## src/rtl/ipi_pkg.sv

```systemverilog
package ipi_pkg;

  localparam logic [2:0] MODE_FIXED = 3'b000;
  localparam logic [2:0] MODE_NMI   = 3'b100;
  localparam logic [2:0] MODE_START = 3'b110;

  localparam logic [1:0] SH_DEST   = 2'b00;
  localparam logic [1:0] SH_SELF   = 2'b01;
  localparam logic [1:0] SH_ALL    = 2'b10;
  localparam logic [1:0] SH_OTHERS = 2'b11;

  typedef enum logic [1:0] {
    K_FIXED = 2'd0,
    K_NMI   = 2'd1,
    K_START = 2'd2,
    K_OTHER = 2'd3
  } cmd_kind_e;

  function automatic logic [2:0] mode_of(input logic [31:0] lo);
    return lo[10:8];
  endfunction

  function automatic logic [1:0] shorthand_of(input logic [31:0] lo);
    return lo[19:18];
  endfunction

  function automatic cmd_kind_e kind_of(input logic [2:0] mode);
    case (mode)
      MODE_FIXED: return K_FIXED;
      MODE_NMI:   return K_NMI;
      MODE_START: return K_START;
      default:    return K_OTHER;
    endcase
  endfunction

endpackage

```

## src/rtl/ipi_cmd_decode.sv

```systemverilog
module ipi_cmd_decode
  import ipi_pkg::*;
#(
  parameter int N_CPU = 8,
  localparam int IDX_W = $clog2(N_CPU)
) (
  input  logic [31:0]      cmd_lo,
  input  logic [31:0]      cmd_hi,
  input  logic [IDX_W-1:0] self_id,
  input  logic [N_CPU-1:0] active,
  output cmd_kind_e        kind,
  output logic [7:0]       vector,
  output logic [N_CPU-1:0] target_set,
  output logic [N_CPU-1:0] dest_hit
);

  logic [N_CPU-1:0] self_hit;

  // One-hot views of the destination number and the local index.
  for (genvar i = 0; i < N_CPU; i++) begin : g_hit
    assign dest_hit[i] = (cmd_hi == 32'(i));
    assign self_hit[i] = (self_id == IDX_W'(i));
  end

  assign kind   = kind_of(mode_of(cmd_lo));
  assign vector = cmd_lo[7:0];

  always_comb begin
    case (shorthand_of(cmd_lo))
      SH_DEST:   target_set = dest_hit;
      SH_SELF:   target_set = self_hit;
      SH_ALL:    target_set = active;
      default:   target_set = active & ~self_hit;
    endcase
  end

endmodule

```

## src/rtl/ipi_pick.sv

```systemverilog
module ipi_pick #(
  parameter int N_CPU = 8,
  localparam int IDX_W = $clog2(N_CPU)
) (
  input  logic [N_CPU-1:0] pending,
  output logic             any,
  output logic [IDX_W-1:0] idx,
  output logic [N_CPU-1:0] onehot
);

  // Lowest set bit wins; scanned from the top so the last hit is the lowest.
  function automatic logic [IDX_W-1:0] lowest_index(input logic [N_CPU-1:0] v);
    logic [IDX_W-1:0] r;
    r = '0;
    for (int k = N_CPU - 1; k >= 0; k--) begin
      if (v[k]) r = IDX_W'(k);
    end
    return r;
  endfunction

  // Isolate the lowest set bit: v & -v.
  function automatic logic [N_CPU-1:0] lowest_bit(input logic [N_CPU-1:0] v);
    return v & (~v + N_CPU'(1));
  endfunction

  assign any    = |pending;
  assign idx    = lowest_index(pending);
  assign onehot = lowest_bit(pending);

endmodule

```

## src/rtl/ipi_active_reg.sv

```systemverilog
module ipi_active_reg #(
  parameter int               N_CPU     = 8,
  parameter logic [N_CPU-1:0] BOOT_MASK = N_CPU'(1)
) (
  input  logic             clk,
  input  logic             rst_n,
  input  logic             set_en,
  input  logic [N_CPU-1:0] set_bits,
  output logic [N_CPU-1:0] active
);

  always_ff @(posedge clk) begin
    if (!rst_n)      active <= BOOT_MASK;
    else if (set_en) active <= active | set_bits;
  end

endmodule

```

## src/rtl/ipi_dispatch.sv

```systemverilog
module ipi_dispatch
  import ipi_pkg::*;
#(
  parameter int               N_CPU     = 8,
  parameter logic [N_CPU-1:0] BOOT_MASK = N_CPU'(1),
  localparam int              IDX_W     = $clog2(N_CPU)
) (
  input  logic             clk,
  input  logic             rst_n,
  input  logic [IDX_W-1:0] self_id,
  input  logic             cmd_wr,
  input  logic [31:0]      cmd_lo,
  input  logic [31:0]      cmd_hi,
  output logic             dlv_valid,
  input  logic             dlv_ready,
  output logic [IDX_W-1:0] dlv_cpu,
  output logic [7:0]       dlv_vector,
  output logic             dlv_nmi,
  output logic             busy,
  output logic             unhandled,
  output logic [N_CPU-1:0] active_mask
);

  cmd_kind_e        kind;
  logic [7:0]       dec_vector;
  logic [N_CPU-1:0] target_set;
  logic [N_CPU-1:0] dest_hit;
  logic [N_CPU-1:0] pending_q;
  logic [N_CPU-1:0] pick_onehot;
  logic [7:0]       vector_q;
  logic             nmi_q;
  logic             unh_q;

  // Named internal events.
  logic cmd_take, load_fire, start_fire, unh_fire, hs_fire;

  ipi_cmd_decode #(.N_CPU(N_CPU)) u_dec (
    .cmd_lo     (cmd_lo),
    .cmd_hi     (cmd_hi),
    .self_id    (self_id),
    .active     (active_mask),
    .kind       (kind),
    .vector     (dec_vector),
    .target_set (target_set),
    .dest_hit   (dest_hit)
  );

  ipi_pick #(.N_CPU(N_CPU)) u_pick (
    .pending (pending_q),
    .any     (busy),
    .idx     (dlv_cpu),
    .onehot  (pick_onehot)
  );

  ipi_active_reg #(.N_CPU(N_CPU), .BOOT_MASK(BOOT_MASK)) u_act (
    .clk      (clk),
    .rst_n    (rst_n),
    .set_en   (start_fire),
    .set_bits (dest_hit),
    .active   (active_mask)
  );

  assign cmd_take   = cmd_wr & ~busy;
  assign load_fire  = cmd_take & ((kind == K_FIXED) | (kind == K_NMI));
  assign start_fire = cmd_take & (kind == K_START);
  assign unh_fire   = cmd_take & (kind == K_OTHER);
  assign hs_fire    = dlv_valid & dlv_ready;

  always_ff @(posedge clk) begin
    if (!rst_n) begin
      pending_q <= '0;
      vector_q  <= '0;
      nmi_q     <= 1'b0;
      unh_q     <= 1'b0;
    end else begin
      unh_q <= unh_fire;
      if (load_fire) begin
        pending_q <= target_set;
        vector_q  <= dec_vector;
        nmi_q     <= (kind == K_NMI);
      end else if (hs_fire) begin
        pending_q <= pending_q & ~pick_onehot;
      end
    end
  end

  assign dlv_valid  = busy;
  assign dlv_vector = vector_q;
  assign dlv_nmi    = nmi_q;
  assign unhandled  = unh_q;

endmodule

```

## config.mk

```make
export PLATFORM = sky130hd
export DESIGN_NAME = ipi_dispatch
export DESIGN_NICKNAME = d
export VERILOG_FILES = /design/src/rtl/ipi_pkg.sv /design/src/rtl/ipi_cmd_decode.sv /design/src/rtl/ipi_pick.sv /design/src/rtl/ipi_active_reg.sv /design/src/rtl/ipi_dispatch.sv
export SDC_FILE = /design/constraint.sdc
export NUM_CORES = 1
export LEC_CHECK = 0
export ABC_CLOCK_PERIOD_IN_PS = 2050
export BUFFER_PORTS_ARGS = -buffer_cell sky130_fd_sc_hd__buf_2
export CAP_MARGIN = 40
export CORE_UTILIZATION = 40
export DETAILED_ROUTE_END_ITERATION = 6
export PLACE_DENSITY_LB_ADDON = 0.15
export SLEW_MARGIN = 20
export SYNTH_ARGS = -nofsm -noshare
export SYNTH_HDL_FRONTEND = slang
export SYNTH_SLANG_ARGS = --single-unit
```

## constraint.sdc

```tcl
create_clock -name clk -period 2.05 [get_ports clk]
set_input_delay 0 -clock clk [delete_from_list [all_inputs] [get_ports clk]]
set_output_delay 0 -clock clk [all_outputs]
set_load 0.02 [all_outputs]
```

==> results of run 1 <==
==> logic make-up after synthesis <==
| kind of cell | Yosys count | share of synthesized area [%] |
|---|---|---|
| AOI/OAI and AO/OA | 60 | 24.24 |
| buffers and inverters | 18 | 4.589 |
| DFF | 26 | 33.49 |
| muxes | 8 | 5.153 |
| and+or+nand+nor | 86 | 32.53 |
==> per-layer routing <==
layer  wire (µm)  part of all wire [%]
met5           0                     0
met1        2032                    48
met4          24                  0.57
met2        1952                    46
met3         195                   4.6
==> through the flow <==
stage          power [mW]  cell area [µm²]  instances  util (%)
2_1_floorplan      0.6790             1554        198         -
3_3_place_gp       0.7741             1992        316     54.00
3_5_place_dp       0.7756             1992        316     54.00
4_1_cts             1.215             2153        329     58.38
5_1_grt             1.267             2153        329     58.38
6_report            1.210             2153        329     58.38
==> registers in the layout, summed over array words and instances (netlist names) <==
register      cells
u_act.active      8
pending_q         8
dlv_vector        8
unhandled         1
dlv_nmi           1
==> placed cells by master (no fill, tap or decap), types with 7 or more instances in the layout <==
| cell | instances |
|---|---|
| buf_2 | 74 |
| o21ai_0 | 17 |
| nor2b_1 | 10 |
| o31ai_1 | 9 |
| mux2i_1 | 8 |
| nand3_1 | 7 |
| nand2_1 | 19 |
| dlygate4sd3_1 | 9 |
| inv_1 | 7 |
| nor2_1 | 13 |
| a21oi_1 | 14 |
| dfxtp_1 | 26 |
| nor4_1 | 7 |
| buf_4 | 7 |
==> repair_timing <==
action                    4_1_cts  5_1_grt
setup buffers                   0        0
hold buffers                    9        0
hold endpoints to repair        8        0
==> synthesized netlist by cell type, types with 2 or more instances <==
| cell type | count |
|---|---|
| or4_1 | 3 |
| nand4_1 | 4 |
| nor4b_1 | 3 |
| a31o_2 | 2 |
| dfxtp_1 | 26 |
| nor2_1 | 13 |
| mux2i_1 | 8 |
| nor4_1 | 7 |
| a21oi_1 | 14 |
| nand3_1 | 7 |
| o21ai_0 | 17 |
| o31ai_1 | 9 |
| inv_1 | 7 |
| nor3b_1 | 2 |
| nor3_1 | 2 |
| nand3b_1 | 4 |
| o211ai_1 | 4 |
| nand2_1 | 19 |
| nor2b_1 | 10 |
| nand2b_1 | 2 |
| o21ai_2 | 4 |
| o21ai_1 | 3 |
| clkbuf_1 | 9 |
==> cell type report <==
cell class                      count  area share [%]
Clock buffer                        3           1.917
Clock inverter                      1           1.395
Inverter                            7           1.220
Multi-Input combinational cell    154           44.68
Sequential cell                    26           24.17
Tap cell                           48           2.789
Timing Repair Buffer               90           23.82
==> worst paths after layout <==
path                                      from                      endpoint  slack, ns  depth (start not counted)
hold reg to reg   u_act.active[2]$_SDFFE_PN0P_  u_act.active[2]$_SDFFE_PN0P_       0.49                          2
setup reg to reg     pending_q[4]$_SDFFE_PN0P_  u_act.active[2]$_SDFFE_PN0P_       0.22                          5
hold / removal                       cmd_lo[3]    dlv_vector[3]$_SDFFE_PN0P_     -0.005                          3
setup / recovery     pending_q[4]$_SDFFE_PN0P_  u_act.active[2]$_SDFFE_PN0P_       0.22                          5
==> critical path: stages (launching register included) <==
cell and delay, ns:
dfxtp_1 0.36, nor4_2 0.38, and2_4 0.23, nand3_2 0.10, or4_4 0.56, o21ai_1 0.14
==> report_power, final <==
part | switching, mW | internal (mW) | total, mW
logic | 0.136 | 0.118 | 0.254
registers | 0.00920 | 0.516 | 0.525
clock network | 0.169 | 0.261 | 0.431
total | 0.315 | 0.895 | 1.21
==> results.sh, run 1 <==
export IMPL_grt_antenna_before_repair=0
export IMPL_ios=94
export IMPL_crit_path_end_kind="register"
export IMPL_hold_slack_ns=-0.005420
export IMPL_core_um2=3689
export IMPL_wl_per_cell_um=12.78
export IMPL_drtIter0Drc=114
export IMPL_final_min_clock_period_ns=1.831
export IMPL_clkLatencyLatePin_ns=0.27
export IMPL_n_antenna_cell=0
export IMPL_synth_area_leaders="dfxtp_1 (33%), o21ai_0 (5.5%), mux2i_1 (5.2%)"
export IMPL_tightest_slew_ns=0.4274
export IMPL_avgSynthCellArea_um2=7.848
export IMPL_timing_fmax_ghz=0.5463
export IMPL_port_buffers=74
export IMPL_yosysSeqAreaShare_pct=33.49
export IMPL_rsz0062_at_grt="no"
export IMPL_synth_edf_count=0
export IMPL_via_per_inst=5.280
export IMPL_wirelength_um=4205
export IMPL_min_path_type="in -> reg"
export IMPL_cts_tree="built"
export IMPL_finalSetupViolations=0
export IMPL_layout_setup_ws_ns=0.2194
export IMPL_cp_start_kind="register"
export IMPL_grt_pass1_vias=1620
export IMPL_irDropWorstVdd_mv=0.2897
export IMPL_fillCellCount=362
export IMPL_crit_fanout=5
export IMPL_slew_violations=0
export IMPL_grt_use_met1_pct=27.37
export IMPL_clkTransAtPathRegs_ns=0.09
export IMPL_yosys_area_top_type="dfxtp_1"
export IMPL_grt_max_degree=18
export IMPL_die_w_um=64.33
export IMPL_clock_sinks=26
export IMPL_dieArea_um2=4138
export IMPL_cts_resized=0
export IMPL_yosysTopAreaCellShare_pct=33.49
export IMPL_power_leakage_nw=0.9726
export IMPL_die_y_um=64.33
export IMPL_met3_usage_pct=2.500
export IMPL_regArea_um2=520.5
export IMPL_dp_hpwl_um=3272
export IMPL_ys_warn_count=0
export IMPL_ys_types=42
export IMPL_initial_core_util_pct=42.13
export IMPL_p_per_area_nw_per_um2=562.0
export IMPL_timing_critical_path_arrival_ns=2.04
export IMPL_multiInputGateArea_um2=962.2
export IMPL_finClkSkew_ns=0.003301
export IMPL_met2_usage_pct=37.24
export IMPL_grtUsageTotal_pct=21.12
export IMPL_synth_cells=198
export IMPL_drive_above_1_share_pct=35.59
export IMPL_ys_flop_type="dfxtp_1"
export IMPL_critPathKind="reg -> reg"
export IMPL_rows=22
export IMPL_num_vias=1737
export IMPL_first_pass_iters=4
export IMPL_async_flop_share_pct=0
export IMPL_grt_busiest_layer="met2"
export IMPL_cts_buffer_depth=2
export IMPL_status="finished, violations left"
export IMPL_fin_crit_sh_pct=89.30
export IMPL_drv_cap=0
export IMPL_place_gp_congestion=0.8174
export IMPL_ant_nets=0
export IMPL_violations="negative hold slack"
export IMPL_area_delta_synth_final_pct=38.57
export IMPL_ys_ff_latch=26
export IMPL_syn_num_nets=269
export IMPL_report_final_hold_viol_count=1
export IMPL_layout_nets=353
export IMPL_pre_cts_ws_ns=0.2442
export IMPL_grt_pass1_wl_um=6989
export IMPL_cts_buffers=3
export IMPL_tns_ns=0
export IMPL_drc_errors=0
export IMPL_maxSlewHeadroom_pct=71.45
export IMPL_grt_overflow=0
export IMPL_htreeDepth=1
export IMPL_cts_root_buf="clkbuf_8"
export IMPL_critPathRequiredTime_ns=2.26
export IMPL_syn_area_um2=1554
Power figures use the tool's default switching activity.
==> run 2: changes to the inputs <==
Settings changed: BUFFER_PORTS_ARGS -buffer_cell sky130_fd_sc_hd__buf_2 to not set, DONT_BUFFER_PORTS set to 1.
==> results.sh, run 2 (synthesis gave the netlist of run 1 again) <==
export IMPL_clkTransAtPathRegs_ns=0.09
export IMPL_crit_fanout=5
export IMPL_final_min_clock_period_ns=1.768
export IMPL_irDropWorstVdd_mv=0.2625
export IMPL_hold_slack_ns=0.01151
export IMPL_ios=94
export IMPL_cp_start_kind="register"
export IMPL_wl_per_cell_um=16.11
export IMPL_r2r_end="pending_q[3]$_SDFFE_PN0P_"
export IMPL_maxSlewHeadroom_pct=71.92
export IMPL_placedCellCount=245
export IMPL_finClkSkew_ns=0.003629
export IMPL_final_common_cell="dfxtp_1"
export IMPL_multiInputGateArea_um2=962.2
export IMPL_design_area_um2=1924
export IMPL_n_antenna_cell=0
export IMPL_grt_antenna_before_repair=0
export IMPL_fin_crit_sh_pct=86.24
export IMPL_hold_start="cmd_hi[1]"
export IMPL_drv_cap=0
export IMPL_ff2ff_path_depth=6
export IMPL_regArea_um2=520.5
export IMPL_cts_buffers=3
export IMPL_final_core_util_pct=52.17
export IMPL_timing_fmax_ghz=0.5656
export IMPL_postCtsSetupBuffers=0
export IMPL_place_gp_congestion=0.8113
export IMPL_cts_buffer_depth=2
export IMPL_finalPower_mw=1.065
export IMPL_post_dp_cell_area_um2=1644
export IMPL_fillCellCount=365
export IMPL_crit_path_end_kind="register"
export IMPL_pre_cts_ws_ns=0.2847
export IMPL_die_y_um=64.33
export IMPL_layout_setup_ws_ns=0.2820
export IMPL_min_path_type="in -> reg"
export IMPL_tns_ns=0
export IMPL_status="completed"
export IMPL_drc_errors=0
export IMPL_layout_common_cells="dfxtp_1 (26), dlygate4sd3_1 (21), nand2_1 (19)"
export IMPL_report_final_hold_viol_count=0
export IMPL_core_um2=3689
export IMPL_p_per_area_nw_per_um2=553.4
export IMPL_ff2ff_setup_slack_ns=0.28
export IMPL_cts_tree="built"
export IMPL_cts_root_buf="clkbuf_8"
export IMPL_grt_overflow=0
export IMPL_min_to="u_act.active[7]$_SDFFE_PN0P_"
export IMPL_critPathKind="reg -> reg"
export IMPL_tightest_slew_ns=0.4203
export IMPL_htreeDepth=1
export IMPL_power_leakage_nw=0.7160
export IMPL_dp_hpwl_um=3136
export IMPL_first_pass_iters=4
export IMPL_initial_core_util_pct=42.13
export IMPL_slew_violations=0
export IMPL_grt_max_degree=27
export IMPL_final_instance_count_excl_fill=271
export IMPL_area_delta_synth_final_pct=23.83
export IMPL_clkLatencyLatePin_ns=0.27
export IMPL_critPathRequiredTime_ns=2.21
export IMPL_grtUsageTotal_pct=22.06
export IMPL_drive_above_1_share_pct=13.45
export IMPL_ant_nets=0
export IMPL_clock_sinks=26
export IMPL_drtIter0Drc=72
export IMPL_min_path_cells=2
export IMPL_dieArea_um2=4138
export IMPL_num_vias=1588
export IMPL_r2r_start="pending_q[1]$_SDFFE_PN0P_"
export IMPL_grt_pass1_vias=1613
export IMPL_grt_pass1_wl_um=7279
export IMPL_die_w_um=64.33
export IMPL_finalSetupViolations=0
export IMPL_layout_nets=295
export IMPL_rows=22
export IMPL_rsz0062_at_grt="no"
export IMPL_wirelength_um=4366
export IMPL_via_per_inst=5.860
export IMPL_port_buffers=0
export IMPL_timing_critical_path_arrival_ns=1.92
## run 2: area by class of cell
| type | count | area share [%] |
|---|---|---|
| Sequential cell | 26 | 27.05 |
| Multi-Input combinational cell | 154 | 50.00 |
| Clock buffer | 4 | 2.861 |
| Tap cell | 48 | 3.121 |
| Timing Repair Buffer | 32 | 15.60 |
| Inverter | 7 | 1.365 |
## run 2: worst max path at each step
stage | cells past startpoint | slack, ns | from | to
final | 6 | 0.28 | pending_q[1]$_SDFFE_PN0P_ | pending_q[3]$_SDFFE_PN0P_
after global routing | 6 | 0.11 | pending_q[1]$_SDFFE_PN0P_ | pending_q[3]$_SDFFE_PN0P_
after CTS | 4 | 0.21 | rst_n | u_act.active[2]$_SDFFE_PN0P_
after detailed placement | 6 | 0.28 | pending_q[1]$_SDFFE_PN0P_ | pending_q[3]$_SDFFE_PN0P_
after global placement | 5 | 0.33 | pending_q[1]$_SDFFE_PN0P_ | u_act.active[4]$_SDFFE_PN0P_
after floorplan | 5 | 0.32 | pending_q[0]$_SDFFE_PN0P_ | u_act.active[2]$_SDFFE_PN0P_
## run 2: timing repair
item | in CTS | in global routing
gates resized for setup | 0 | 0
hold buffers | 21 | 0
hold endpoints to repair | 26 | 0
## run 2: power by group
group	leakage, nW	switching (mW)	internal, mW
Combinational	0.477	0.0982	0.0967
Sequential	0.210	0.0196	0.516
Clock	0.0288	0.163	0.172
## run 2: routing by layer
layer  share of wire (%)  track usage (%)  wire [µm]
met1                  42            25.35       1840
met2                  49            40.13       2155
met3                 6.5            5.000        283
met4                 2.0            6.389         87
met5                   0                0          0
## run 2: worst max-delay path, stage by stage, from the launching register on
cell and delay [ns]:
dfxtp_1 0.37, nor4_4 0.31, buf_4 0.19, nand4_1 0.15, a21boi_1 0.23, nor4b_1 0.34, nor3_1 0.07
==> run 3: changes to the inputs <==
Settings changed: CORE_UTILIZATION 40 to 35, CTS_CLUSTER_DIAMETER set to 50.
==> results.sh, run 3 (synthesis gave the netlist of run 1 again) <==
export IMPL_status="completed"
export IMPL_layout_nets=294
export IMPL_dieArea_um2=4711
export IMPL_rsz0062_at_grt="no"
export IMPL_multiInputGateArea_um2=962.2
export IMPL_fin_crit_sh_pct=89.25
export IMPL_regArea_um2=520.5
export IMPL_r2r_start="pending_q[4]$_SDFFE_PN0P_"
export IMPL_htreeDepth=1
export IMPL_crit_path_end_kind="register"
export IMPL_grt_pass1_vias=1421
export IMPL_cts_root_buf="clkbuf_8"
export IMPL_cts_hold_fix_buffers=23
export IMPL_cts_tree="built"
export IMPL_drtIter0Drc=90
export IMPL_critPathRequiredTime_ns=2.26
export IMPL_grt_busiest_layer="met2"
export IMPL_grt_max_degree=27
export IMPL_grtUsageTotal_pct=18.82
export IMPL_drc_errors=0
export IMPL_finalSetupViolations=0
export IMPL_first_pass_iters=4
export IMPL_final_core_util_pct=46.83
export IMPL_cts_resized=0
export IMPL_finClkSkew_ns=0.006329
export IMPL_grt_antenna_before_repair=0
export IMPL_cp_startpoint="pending_q[4]$_SDFFE_PN0P_"
export IMPL_grt_pass1_wl_um=6486
export IMPL_met2_usage_pct=32.60
export IMPL_tns_ns=0
export IMPL_cts_buffers=3
export IMPL_rows=23
export IMPL_hold_start="cmd_hi[1]"
export IMPL_wirelength_um=4470
export IMPL_drv_cap=0
export IMPL_cts_buffer_depth=2
export IMPL_irDropWorstVdd_mv=0.4555
export IMPL_grt_use_met1_pct=22.83
export IMPL_ff2ff_setup_slack_ns=0.22
export IMPL_layout_common_cells="dfxtp_1 (26), dlygate4sd3_1 (23), nand2_1 (19)"
export IMPL_place_gp_congestion=0.8019
export IMPL_n_antenna_cell=0
export IMPL_wl_per_cell_um=16.43
export IMPL_postCtsSetupBuffers=0
export IMPL_final_common_cell="dfxtp_1"
export IMPL_drive_above_1_share_pct=12.16
export IMPL_area_delta_synth_final_pct=24.88
export IMPL_tightest_slew_ns=0.5482
export IMPL_port_buffers=0
export IMPL_ios=94
export IMPL_r2r_end="u_act.active[2]$_SDFFE_PN0P_"
export IMPL_grt_overflow=0
export IMPL_report_final_hold_viol_count=0
export IMPL_ant_nets=0
export IMPL_dp_hpwl_um=3223
export IMPL_p_per_area_nw_per_um2=600.2
export IMPL_power_leakage_nw=0.7206
export IMPL_die_y_um=68.64
export IMPL_slew_violations=0
export IMPL_crit_fanout=5
export IMPL_clkLatencyLatePin_ns=0.28
export IMPL_timing_fmax_ghz=0.5466
export IMPL_min_path_cells=2
export IMPL_clkTransAtPathRegs_ns=0.10
export IMPL_critPathKind="reg -> reg"
export IMPL_num_vias=1584
export IMPL_final_min_clock_period_ns=1.830
export IMPL_maxSlewHeadroom_pct=63.18
export IMPL_clock_sinks=26
export IMPL_crit_path_end="u_act.active[2]$_SDFFE_PN0P_"
export IMPL_met3_usage_pct=5.099
export IMPL_cp_start_kind="register"
export IMPL_timing_critical_path_arrival_ns=2.04
export IMPL_min_path_type="in -> reg"
export IMPL_die_w_um=68.64
export IMPL_fillCellCount=415
export IMPL_via_per_inst=5.824
export IMPL_ff2ff_path_depth=5
export IMPL_core_um2=4144
export IMPL_initial_core_util_pct=37.50
==> run 3: changes by cell type in the layout (fill, tap and decap cells not counted) <==
cell | previous run | this run
buf_4 | 10 | 7
dlygate4sd3_1 | 21 | 23
bufinv_16 | 0 | 1
clkbuf_8 | 4 | 3
==> run 3: layer usage <==
metal	vias to the layer above	part of all wire (%)
met5	-	0
met4	0	0.56
met3	2	7.6
met2	70	50
met1	732	42
li1	780	-
==> run 3: through the flow <==
| step | hold WS [ns] | instance area, µm² | instances | power [mW] | setup slack [ns] |
|---|---|---|---|---|---|
| floorplan | 0.1174 | 1554 | 198 | 0.6790 | 0.3202 |
| global placement | 0.09054 | 1624 | 244 | 0.6887 | 0.2534 |
| detailed placement | 0.09305 | 1624 | 244 | 0.6924 | 0.2284 |
| CTS | 0.002044 | 1926 | 271 | 1.172 | 0.1549 |
| global route | 0.006349 | 1941 | 272 | 1.213 | 0.1111 |
| finish | 0.01003 | 1941 | 272 | 1.165 | 0.2204 |
==> run 3: worst max-delay path, cell delays in order, from the launching register on <==
cell     delay [ns]
dfxtp_1        0.36
nor4_2         0.36
and2_4         0.23
nand3_2        0.10
or4_4          0.56
o21ai_1        0.15
==> run 3: report_power, final <==
part | switching (mW) | internal [mW]
Combinational | 0.0971 | 0.0966
Sequential | 0.0205 | 0.516
Clock | 0.173 | 0.262
==> run 3: cell type report <==
type                            instances  area share (%)
Inverter                                7           1.354
Timing Repair Buffer                   31           15.34
Clock inverter                          1           1.547
Clock buffer                            3           2.128
Tap cell                               50           3.224
Sequential cell                        26           26.82
Multi-Input combinational cell        154           49.58
==> run 3: worst min path at each step <==
stage               slack (ns)                            to
floorplan                 0.12          unhandled$_SDFF_PN0_
global route             0.006  u_act.active[3]$_SDFFE_PN0P_
finish                    0.01  u_act.active[3]$_SDFFE_PN0P_
detailed placement        0.09  u_act.active[0]$_SDFFE_PN1P_
CTS                      0.002  u_act.active[3]$_SDFFE_PN0P_
global placement          0.09  u_act.active[0]$_SDFFE_PN1P_
